`src/rtl/evt_pkg.sv`:
```
package evt_pkg;
  localparam int ADDR_W    = 10;
  localparam int CH_SLOTS  = 24;  // 0x100..0x3FF at stride 0x20
  localparam int CH_SH     = 5;

  localparam logic [ADDR_W-1:0] A_CAP_LO = 10'h000;
  localparam logic [ADDR_W-1:0] A_CAP_HI = 10'h004;
  localparam logic [ADDR_W-1:0] A_CFG_LO = 10'h010;
  localparam logic [ADDR_W-1:0] A_CFG_HI = 10'h014;
  localparam logic [ADDR_W-1:0] A_STS_LO = 10'h020;
  localparam logic [ADDR_W-1:0] A_STS_HI = 10'h024;
  localparam logic [ADDR_W-1:0] A_CNT_LO = 10'h0F0;
  localparam logic [ADDR_W-1:0] A_CNT_HI = 10'h0F4;
  localparam logic [4:0]        CH_FIRST = 5'd8;   // 0x100 >> CH_SH

  localparam int RUN_BIT = 0;
  localparam int LEG_BIT = 1;
  localparam int CH_EN_BIT = 2;
  localparam logic [31:0] CH_RO_CAPS = 32'h0000_0030;
  localparam logic [31:0] CH_WMASK   = 32'h0000_7F4E;

  typedef enum logic [3:0] {
    G_CAP_LO, G_CAP_HI, G_CFG_LO, G_CFG_HI,
    G_STS_LO, G_STS_HI, G_CNT_LO, G_CNT_HI, G_NONE
  } glb_sel_e;

  typedef enum logic [2:0] {
    S_CFG_LO, S_CFG_HI, S_CMP_LO, S_CMP_HI,
    S_RT_LO, S_RT_HI, S_RSV6, S_RSV7
  } ch_sub_e;
endpackage

```
`src/rtl/evt_addr_dec.sv`:
```
module evt_addr_dec
  import evt_pkg::*;
#(
  parameter int NCH = 3
) (
  input  logic [ADDR_W-1:0] addr_i,
  output glb_sel_e          gsel_o,
  output logic              ch_hit_o,
  output logic [4:0]        ch_idx_o,
  output ch_sub_e           sub_o
);
  logic in_chan;

  assign in_chan  = (addr_i[ADDR_W-1 -: 2] != 2'b00);
  assign ch_idx_o = addr_i[ADDR_W-1:CH_SH] - CH_FIRST;
  assign ch_hit_o = in_chan && (ch_idx_o < 5'(NCH));
  assign sub_o    = ch_sub_e'(addr_i[4:2]);

  always_comb begin
    gsel_o = G_NONE;
    if (!in_chan) begin
      unique case ({addr_i[ADDR_W-1:2], 2'b00})
        A_CAP_LO: gsel_o = G_CAP_LO;
        A_CAP_HI: gsel_o = G_CAP_HI;
        A_CFG_LO: gsel_o = G_CFG_LO;
        A_CFG_HI: gsel_o = G_CFG_HI;
        A_STS_LO: gsel_o = G_STS_LO;
        A_STS_HI: gsel_o = G_STS_HI;
        A_CNT_LO: gsel_o = G_CNT_LO;
        A_CNT_HI: gsel_o = G_CNT_HI;
        default:  gsel_o = G_NONE;
      endcase
    end
  end
endmodule

```
`src/rtl/evt_counter.sv`:
```
module evt_counter (
  input  logic        clk_i,
  input  logic        rst_ni,
  input  logic        run_i,
  input  logic        tick_i,
  input  logic        ld_lo_i,
  input  logic        ld_hi_i,
  input  logic [31:0] wdata_i,
  output logic [63:0] cnt_o
);
  logic [63:0] cnt_q;

  always_ff @(posedge clk_i or negedge rst_ni) begin
    if (!rst_ni) begin
      cnt_q <= '0;
    end else if (run_i) begin
      if (tick_i) cnt_q <= cnt_q + 64'd1;
    end else if (ld_lo_i) begin
      cnt_q[31:0] <= wdata_i;
    end else if (ld_hi_i) begin
      cnt_q[63:32] <= wdata_i;
    end
  end

  assign cnt_o = cnt_q;
endmodule

```
`src/rtl/evt_chan_regs.sv`:
```
module evt_chan_regs
  import evt_pkg::*;
#(
  parameter logic [31:0] ROUTE_CAP = 32'h0000_FF00
) (
  input  logic        clk_i,
  input  logic        rst_ni,
  input  logic        wr_i,
  input  ch_sub_e     sub_i,
  input  logic [31:0] wdata_i,
  input  logic        run_i,
  input  logic        glb_rise_i,
  input  logic        glb_fall_i,
  output logic [63:0] cfg_o,
  output logic [63:0] cmp_o,
  output logic [63:0] route_o,
  output logic        arm_o,
  output logic        disarm_o
);
  logic [31:0] cfg_lo_q;
  logic [63:0] cmp_q, route_q;
  logic        arm_q, dis_q;
  logic        cfg_wr, en_old, en_new, cmp_live;

  assign cfg_wr   = wr_i && (sub_i == S_CFG_LO);
  assign en_old   = cfg_lo_q[CH_EN_BIT];
  assign en_new   = wdata_i[CH_EN_BIT];
  assign cmp_live = ~&cmp_q;

  always_ff @(posedge clk_i or negedge rst_ni) begin
    if (!rst_ni) begin
      cfg_lo_q <= CH_RO_CAPS;
      cmp_q    <= '1;
      route_q  <= '0;
      arm_q    <= 1'b0;
      dis_q    <= 1'b0;
    end else begin
      arm_q <= (glb_rise_i && cmp_live) || (cfg_wr && !en_old && en_new && run_i);
      dis_q <= glb_fall_i || (cfg_wr && en_old && !en_new);
      if (wr_i) begin
        unique case (sub_i)
          S_CFG_LO: cfg_lo_q <= (wdata_i & CH_WMASK) | (cfg_lo_q & ~CH_WMASK);
          S_CMP_LO: cmp_q[31:0]    <= wdata_i;
          S_CMP_HI: cmp_q[63:32]   <= wdata_i;
          S_RT_LO:  route_q[31:0]  <= wdata_i;
          S_RT_HI:  route_q[63:32] <= wdata_i;
          default:  ;
        endcase
      end
    end
  end

  assign cfg_o    = {ROUTE_CAP, cfg_lo_q};
  assign cmp_o    = cmp_q;
  assign route_o  = route_q;
  assign arm_o    = arm_q;
  assign disarm_o = dis_q;
endmodule

```
`src/rtl/evt_regfile.sv`:
```
module evt_regfile
  import evt_pkg::*;
#(
  parameter int          NUM_CH    = 3,
  parameter int          MIN_CH    = 3,
  parameter int          MAX_CH    = 24,
  parameter logic [31:0] PERIOD_FS = 32'd10_000_000,
  parameter logic [15:0] VENDOR_ID = 16'h0E7A,
  parameter logic [7:0]  REV_ID    = 8'h01,
  parameter logic [31:0] ROUTE_CAP = 32'h0000_FF00,
  localparam int         HI_CH     = (MAX_CH > CH_SLOTS) ? CH_SLOTS : MAX_CH,
  localparam int         NCH       = (NUM_CH < MIN_CH) ? MIN_CH :
                                     (NUM_CH > HI_CH) ? HI_CH : NUM_CH
) (
  input  logic                     clk_i,
  input  logic                     rst_ni,
  input  logic [ADDR_W-1:0]        addr_i,
  input  logic                     we_i,
  input  logic [31:0]              wdata_i,
  input  logic                     re_i,
  output logic [31:0]              rdata_o,
  input  logic                     tick_i,
  output logic [63:0]              counter_o,
  output logic                     run_o,
  output logic                     legacy_o,
  output logic [NCH-1:0][63:0]     ch_cfg_o,
  output logic [NCH-1:0][63:0]     ch_cmp_o,
  output logic [NCH-1:0][63:0]     ch_route_o,
  output logic [NCH-1:0]           ch_arm_o,
  output logic [NCH-1:0]           ch_disarm_o
);
  glb_sel_e    gsel;
  ch_sub_e     sub;
  logic        ch_hit;
  logic [4:0]  ch_idx;
  logic [1:0]  gcfg_q;
  logic        gcfg_wr, glb_rise, glb_fall;
  logic [63:0] cnt;
  logic [31:0] cap_lo, rd_mux, ch_word;
  logic [31:0] rdata_q;

  evt_addr_dec #(.NCH(NCH)) u_dec (
    .addr_i   (addr_i),
    .gsel_o   (gsel),
    .ch_hit_o (ch_hit),
    .ch_idx_o (ch_idx),
    .sub_o    (sub)
  );

  assign gcfg_wr  = we_i && (gsel == G_CFG_LO);
  assign glb_rise = gcfg_wr &&  wdata_i[RUN_BIT] && !gcfg_q[RUN_BIT];
  assign glb_fall = gcfg_wr && !wdata_i[RUN_BIT] &&  gcfg_q[RUN_BIT];

  always_ff @(posedge clk_i or negedge rst_ni) begin
    if (!rst_ni)      gcfg_q <= '0;
    else if (gcfg_wr) gcfg_q <= {wdata_i[LEG_BIT], wdata_i[RUN_BIT]};
  end

  assign run_o    = gcfg_q[RUN_BIT];
  assign legacy_o = gcfg_q[LEG_BIT];

  evt_counter u_cnt (
    .clk_i   (clk_i),
    .rst_ni  (rst_ni),
    .run_i   (gcfg_q[RUN_BIT]),
    .tick_i  (tick_i),
    .ld_lo_i (we_i && (gsel == G_CNT_LO)),
    .ld_hi_i (we_i && (gsel == G_CNT_HI)),
    .wdata_i (wdata_i),
    .cnt_o   (cnt)
  );
  assign counter_o = cnt;

  for (genvar g = 0; g < NCH; g++) begin : g_ch
    evt_chan_regs #(.ROUTE_CAP(ROUTE_CAP)) u_ch (
      .clk_i      (clk_i),
      .rst_ni     (rst_ni),
      .wr_i       (we_i && ch_hit && (ch_idx == 5'(g))),
      .sub_i      (sub),
      .wdata_i    (wdata_i),
      .run_i      (gcfg_q[RUN_BIT]),
      .glb_rise_i (glb_rise),
      .glb_fall_i (glb_fall),
      .cfg_o      (ch_cfg_o[g]),
      .cmp_o      (ch_cmp_o[g]),
      .route_o    (ch_route_o[g]),
      .arm_o      (ch_arm_o[g]),
      .disarm_o   (ch_disarm_o[g])
    );
  end

  assign cap_lo = {VENDOR_ID, 1'b1, 1'b0, 1'b1, 5'(NCH - 1), REV_ID};

  always_comb begin
    ch_word = '0;
    for (int i = 0; i < NCH; i++) begin
      if (ch_idx == 5'(i)) begin
        unique case (sub)
          S_CFG_LO: ch_word = ch_cfg_o[i][31:0];
          S_CFG_HI: ch_word = ch_cfg_o[i][63:32];
          S_CMP_LO: ch_word = ch_cmp_o[i][31:0];
          S_CMP_HI: ch_word = ch_cmp_o[i][63:32];
          S_RT_LO:  ch_word = ch_route_o[i][31:0];
          S_RT_HI:  ch_word = ch_route_o[i][63:32];
          default:  ch_word = '0;
        endcase
      end
    end
  end

  always_comb begin
    rd_mux = '0;
    if (ch_hit) begin
      rd_mux = ch_word;
    end else begin
      unique case (gsel)
        G_CAP_LO: rd_mux = cap_lo;
        G_CAP_HI: rd_mux = PERIOD_FS;
        G_CFG_LO: rd_mux = {30'd0, gcfg_q};
        G_CNT_LO: rd_mux = cnt[31:0];
        G_CNT_HI: rd_mux = cnt[63:32];
        default:  rd_mux = '0;
      endcase
    end
  end

  always_ff @(posedge clk_i or negedge rst_ni) begin
    if (!rst_ni)   rdata_q <= '0;
    else if (re_i) rdata_q <= rd_mux;
  end

  assign rdata_o = rdata_q;
endmodule

```
`config.mk`:
```
export PLATFORM = sky130hd
export DESIGN_NAME = evt_regfile
export DESIGN_NICKNAME = d
export VERILOG_FILES = /design/src/rtl/evt_pkg.sv /design/src/rtl/evt_addr_dec.sv /design/src/rtl/evt_counter.sv /design/src/rtl/evt_chan_regs.sv /design/src/rtl/evt_regfile.sv
export SDC_FILE = /design/constraint.sdc
export NUM_CORES = 1
export LEC_CHECK = 0
export ABC_AREA = 1
export BUFFER_PORTS_ARGS = -buffer_cell sky130_fd_sc_hd__buf_2
export CAP_MARGIN = 5
export CORE_AREA = 4 4 279 281
export DETAILED_ROUTE_END_ITERATION = 8
export DIE_AREA = 0 0 283 285
export GPL_TIMING_DRIVEN = 0
export SYNTH_ARGS = -nofsm -noshare
export SYNTH_HDL_FRONTEND = slang
export SYNTH_HIERARCHICAL = 1
export SYNTH_SLANG_ARGS = --single-unit
```
`constraint.sdc`:
```
create_clock -name clk_i -period 3.8 [get_ports clk_i]
set_input_delay 0.38 -clock clk_i [delete_from_list [all_inputs] [get_ports clk_i]]
set_output_delay 0.38 -clock clk_i [all_outputs]
set_load 0.005 [all_outputs]
```
==> qor.yml, run 1 <==
fillers: 7899
reg2regPathDepth: 7
setup_viol: 0
fmax_mhz: 345
r2r_slack_ns: 1.16
final-max-slew-violation-count: 0
htreeDepth: 2
synth.avg_cell_area_um2: 6.99
p_total_mw: 14.8
yosys_most_used_dff: "dfrtp_1"
synth_area_um2: 31000
synth.distinct_cells: 51
drt_iter0_drc: 4937
place_hpwl_mm: 137
cts_root_buf: "clkbuf_16"
synth-xor-area-share: 0.00113
synth-simple-area-share: 0.323
utilization: 0.501
clkTransAtPathRegs_ns: 0.06
synth_top_family_by_area: "simple AND/OR/NAND/NOR gates"
wl_per_cell_um: 29.1
start_util: 0.411
fp.dieH_um: 285
layout_min_cycle_time_ns: 2.90
dpl_cell_area_um2: 35800
antenna_found_initial: 15
cts.path.max_buffers: 3
hold_depth: 3
place_congestion: 1.09
drtAntennaViolNets: 0
drc: 0
rows: 101
hp-start: "re_i"
io_buffers: 564
synth_edf_count: 0
worst_slack_ns: 0.901
start_kind: "input pin"
core-area_um2: 75400
timing.rr.start: "gcfg_q[0]$_DFFE_PN0P_"
cts_buffers: 60
area_growth_pct: 21.7
io_pins: 727
synth_mux_area_frac: 0.000322
grt_pass1_vias: 33400
grt_overflow: 0
async_reset_ff_frac: 1.00
slew_headroom: 0.170
status: "finished clean"
cts_tree: "yes"
die_x_um: 283
synth_fa_ha_area_frac: 0.00121
synth-seq-cells: 521
maxCapViolations: 0
powerDensity_nw_per_um2: 391
clk_latency_ns: 0.66
wirelength_mm: 182
fin_area_um2: 37800
vdd_ir_drop_max_mv: 0.349
die_area_um2: 80700
rsz0062_at_grt: "false"
period_share: 0.763
leakage_nw: 19.3
ys_warn_count: 6
crit_arrival_ns: 3.48
layout-drive-gt1-share: 0.238
avgViaCountPerCell: 5.71
end_kind: "flop"
synth_seq_area_share: 0.428
first_pass_iters: 6
worst_slew_pin_slew_ns: 1.24
skew_ns: 0.0221
grt_pass1_wl_mm: 252
cp.required_ns: 4.38
vias: 35800
grt_use_total: 0.433
hold_slack_ns: 0.134
nNetsFinal: 5272
min_path_type: "in2reg"
synthCells: 4438
path_class: "in2reg"
cts_sinks: 521
hold_path_end: "rdata_o[29]$_DFFE_PN0P_"
synth_compound_area_frac: 0.120
crit_fanout: 5
grt_max_degree: 116
pre_cts_slack_ns: 0.413
r2r_end: "u_cnt/cnt_o[57]$_DFFE_PN0P_"
finalHoldViolations: 0
-- how the worst max path moves through the flow --
| stage | start | end | slack, ns | depth (start not counted) |
|---|---|---|---|---|
| global route | addr_i[9] | g_ch[1].u_ch/disarm_o$_DFF_PN0_ | 0.74 | 13 |
| finish | addr_i[9] | g_ch[2].u_ch/arm_o$_DFF_PN0_ | 0.90 | 15 |
| detailed placement | addr_i[9] | g_ch[2].u_ch/cmp_o[14]$_DFFE_PN1P_ | 0.41 | 14 |
| global placement | rst_ni | g_ch[2].u_ch/route_o[48]$_DFFE_PN0P_ | -8.75 | 1 |
| floorplan | addr_i[8] | g_ch[2].u_ch/cmp_o[0]$_DFFE_PN1P_ | 1.48 | 13 |
| CTS | addr_i[9] | g_ch[2].u_ch/cmp_o[33]$_DFFE_PN1P_ | 1.07 | 14 |
-- what timing repair did --
action	4_1_cts	5_1_grt
hold endpoints to repair	68	0
hold buffers	1	0
resized for setup	0	0
setup buffers	0	0
-- cells in the final DEF (no fill, tap or decap), types with 12 or more instances in the layout --
master | synthesis | layout
nand2_1 | 1420 | 1420
clkbuf_2 | 30 | 30
clkbuf_8 | 0 | 12
buf_4 | 182 | 182
o21bai_1 | 26 | 26
nand4_1 | 194 | 194
nand3_1 | 202 | 202
inv_1 | 352 | 352
nor2_1 | 505 | 505
conb_1 | 6 | 159
clkbuf_16 | 0 | 61
o21ai_0 | 479 | 479
nor3_1 | 24 | 24
dfrtp_1 | 329 | 329
a21oi_1 | 205 | 205
clkbuf_1 | 59 | 83
nand2_2 | 12 | 12
buf_2 | 129 | 692
dfstp_2 | 192 | 192
-- metrics by stage --
stage,TNS [ns],instances
after floorplan,0,4591
after global placement,-3836.16,6133
after detailed placement,0,6137
after CTS,0,6250
after global routing,0,6252
final,0,6257
-- report_power, final --
part           leakage [nW]  switching (mW)  internal, mW  total [mW]
logic                  12.0            1.75         0.725        2.47
registers              6.29           0.518          5.76        6.28
clock network         0.972            2.58          3.46        6.04
-- registers in the layout, indices dropped and copies added (netlist names) --
register            cells
g_ch.u_ch/disarm_o      3
g_ch.u_ch/cfg_lo_q     33
g_ch.u_ch/cmp_o       192
rdata_o                32
g_ch.u_ch/route_o     192
u_cnt/cnt_o            64
g_ch.u_ch/arm_o         3
gcfg_q                  2
-- cell type report --
cell class / instances / area, um^2 / area share
flip-flops and latches: 521 / 13300 / 0.351
inverters: 366 / 1390 / 0.0367
repair buffers: 569 / 2950 / 0.0781
clock inverters: 15 / 194 / 0.00513
well taps: 978 / 1220 / 0.0324
multi-input cells: 3292 / 14500 / 0.382
clock buffers: 97 / 1780 / 0.0471
plain buffers: 412 / 2510 / 0.0663
diodes: 7 / 17.5 / 0.000464
-- metal layers --
layer | global-route usage | wire, um | vias to the layer above
met1 | 0.543 | 67600 | 17100
met3 | 0.135 | 22300 | 571
met2 | 0.645 | 77400 | 2523
met5 | 0 | 66 | -
li1 | - | - | 15500
met4 | 0.286 | 14800 | 10
-- synthesized netlist by cell type (9+ instances only) --
master | instances | area share
buf_2 | 129 | 0.021
nand3_2 | 9 | 0.0029
clkbuf_2 | 30 | 0.0048
dfrtp_1 | 329 | 0.27
dfstp_2 | 192 | 0.16
nor2_1 | 505 | 0.061
nor3_1 | 24 | 0.0039
o21bai_1 | 26 | 0.0063
nand3_1 | 202 | 0.033
inv_2 | 9 | 0.0011
nand4_1 | 194 | 0.039
buf_4 | 182 | 0.044
a21oi_1 | 205 | 0.033
nand2_2 | 12 | 0.0024
nand2_1 | 1420 | 0.17
clkbuf_1 | 59 | 0.0071
o21ai_0 | 479 | 0.077
inv_1 | 352 | 0.043
buf_6 | 9 | 0.0033
-- logic make-up (layout without fill, tap and decap cells) --
kind of cell	Yosys count	after routing
xor gates and xnor gates	4	4
muxes	1	1
other	6	166
AOI/OAI and AO/OA	727	727
DFF	521	521
and+or+nand+nor	2398	2398
adders and majority gates	3	3
buffers and inverters	778	1459
-- worst max-delay path, cell delays in order --
cell      delay, ns
buf_2          0.10
inv_1          0.17
ha_1           0.24
inv_1          0.09
nor2_1         0.17
nand3b_1       0.09
nand2_1        0.12
inv_1          0.09
nor2_1         0.09
nand2_1        0.11
nor2_1         0.23
nand2_1        0.10
nor2_1         0.94
o21ai_0        0.40
nand2_1        0.14
Power figures use the tool's default switching activity.
==> run 2: changes to the inputs <==
--- a/config.mk
+++ b/config.mk
@@ -8,9 +8,9 @@
 export ABC_AREA = 1
 export BUFFER_PORTS_ARGS = -buffer_cell sky130_fd_sc_hd__buf_2
 export CAP_MARGIN = 5
-export CORE_AREA = 4 4 279 281
+export CORE_AREA = 4 4 281 283
 export DETAILED_ROUTE_END_ITERATION = 8
-export DIE_AREA = 0 0 283 285
+export DIE_AREA = 0 0 285 287
 export GPL_TIMING_DRIVEN = 0
 export SYNTH_ARGS = -nofsm -noshare
 export SYNTH_HDL_FRONTEND = slang
==> constraint.sdc (replaced) <==
create_clock -name clk_i -period 2.8 [get_ports clk_i]
set_input_delay 0.28 -clock clk_i [delete_from_list [all_inputs] [get_ports clk_i]]
set_output_delay 0.28 -clock clk_i [all_outputs]
set_load 0.005 [all_outputs]
==> run 2 against run 1 <==
Clock skew increased by 0.00078 ns. Sequential cell count is the same. Global-route usage down 1.2 points. Clock power grew 34%. First-iteration DRC count fell by 2.4%. Non-clock buffer count rose by 2. Largest power group unchanged. Combinational power increased by 35%. Final cell count is 0.97% higher. Highest routed layer unchanged. Setup slack lost 0.78 ns.
==> qor.yml, run 2 (same netlist as run 1, synthesis figures left out) <==
io_pins: 727
fmax_mhz: 374
fin_tns_setup_ns: 0
clk_latency_ns: 0.67
nNetsFinal: 5273
layout_common_cells: "1420 x nand2_1, 692 x buf_2, 504 x nor2_1"
start_kind: "flop"
avgViaCountPerCell: 5.64
cts_sinks: 521
vias: 35700
start_util: 0.405
cts_tree: "yes"
rows: 102
fillers: 8144
min_path_type: "in2reg"
cts_buffers: 59
utilization: 0.494
internal_power_mw: 13.5
layout-drive-gt1-share: 0.238
finalHoldViolations: 0
grt_max_degree: 118
grt_use_total: 0.421
cpPeakStageDelay_ns: 0.91
cts_root_buf: "clkbuf_16"
final-max-slew-violation-count: 0
hold_slack_ns: 0.0518
grt_overflow: 0
clkTransAtPathRegs_ns: 0.06
drc: 0
cts.path.max_buffers: 3
skew_ns: 0.0229
pwr-share-comb: 0.168
cp_top_family: "flip-flops"
fp.dieH_um: 287
layout_min_cycle_time_ns: 2.68
crit_chain: "nand2_1, and2_1, clkbuf_1, inv_1, clkbuf_1, nor2_1, a21oi_1"
clkPwrFrac: 0.406
crit_arrival_ns: 3.25
end_kind: "flop"
powerDensity_nw_per_um2: 526
die_x_um: 285
grt_pass1_vias: 33000
wirelength_mm: 180
maxCapViolations: 0
antenna_found_initial: 21
cp.required_ns: 3.37
place_hpwl_mm: 136
fin_area_um2: 37900
p_sw_frac: 0.325
switchingPower_mw: 6.47
worst_slew_pin_slew_ns: 1.28
dpl_cell_area_um2: 35900
setup_viol: 0
final_common_cell: "nand2_1"
vdd_ir_drop_max_mv: 0.607
place_congestion: 1.01
p_total_mw: 19.9
leakage_nw: 19.3
status: "finished clean"
cp_num_buf_inv: 3
pwr-share-seq: 0.426
slew_headroom: 0.145
core-area_um2: 76700
rsz0062_at_grt: "false"
crit_top_cell: "clkbuf_1"
path_class: "reg2reg"
drtAntennaViolNets: 0
crit_fanout: 10
period_share: 0.955
io_buffers: 564
htreeDepth: 2
grt_pass1_wl_mm: 248
drt_iter0_drc: 4819
critPathSlowestCell: "dfrtp_1"
die_area_um2: 81800
first_pass_iters: 6
wl_per_cell_um: 28.4
area_growth_pct: 22.0
==> run 2: worst paths after layout <==
| path | from | end | slack, ns | cells after the start |
|---|---|---|---|---|
| max | gcfg_q[0]$_DFFE_PN0P_ | u_cnt/cnt_o[52]$_DFFE_PN0P_ | 0.12 | 7 |
| min | re_i | rdata_o[30]$_DFFE_PN0P_ | 0.05 | 3 |
| max reg2reg | gcfg_q[0]$_DFFE_PN0P_ | u_cnt/cnt_o[52]$_DFFE_PN0P_ | 0.12 | 7 |
| min reg2reg | g_ch[1].u_ch/route_o[39]$_DFFE_PN0P_ | g_ch[1].u_ch/route_o[39]$_DFFE_PN0P_ | 0.51 | 2 |
| max in group asynchronous | rst_ni | g_ch[2].u_ch/cmp_o[49]$_DFFE_PN1P_ | 0.83 | 5 |
| min in group asynchronous | rst_ni | g_ch[0].u_ch/route_o[46]$_DFFE_PN0P_ | 0.13 | 2 |
==> run 2: power by group through the flow <==
stage	Combinational (mW)	Sequential [mW]	Clock, mW
5_1_grt	3.58	8.50	8.40
3_3_place_gp	3.12	8.57	0
4_1_cts	3.16	8.45	8.10
2_1_floorplan	1.73	8.29	0
3_5_place_dp	3.15	8.58	0
6_report	3.34	8.49	8.09
==> run 2: final cells by class <==
class / instances / area [um^2] / area share
well taps: 1040 / 1300 / 0.0343
flip-flops and latches: 521 / 13300 / 0.350
diodes: 6 / 15.0 / 0.000396
clock inverters: 11 / 148 / 0.00390
inverters: 366 / 1390 / 0.0366
plain buffers: 412 / 2510 / 0.0662
repair buffers: 571 / 2990 / 0.0789
multi-input cells: 3292 / 14500 / 0.381
clock buffers: 99 / 1810 / 0.0478
==> run 2: stage by stage <==
step / cells / worst slack (ns)
global placement: 6195 / -9.80
detailed placement: 6200 / -0.573
global route: 6314 / 0.0912
finish: 6318 / 0.125
CTS: 6311 / 0.0974
floorplan: 4591 / 0.581
==> run 2: worst reg2reg max path: cells and delay by family (launching register included) <==
family          cells  cell delay (ns)
buf+inv             3             0.92
simple gates        3             0.60
compound gates      1             0.15
flops               1             0.91
==> run 2: layer usage <==
metal,wire length [um],GRT usage,vias up
li1,-,-,15500
met1,65100,0.519,16900
met2,75400,0.625,2568
met3,23700,0.148,613
met4,15300,0.278,30
met5,225,0.00595,-
==> run 2: what timing repair did <==
action	CTS	global route
resized for setup	0	1
hold endpoints to repair	58	0
hold buffers	1	0
setup endpoints to repair	0	93
setup buffers	0	1
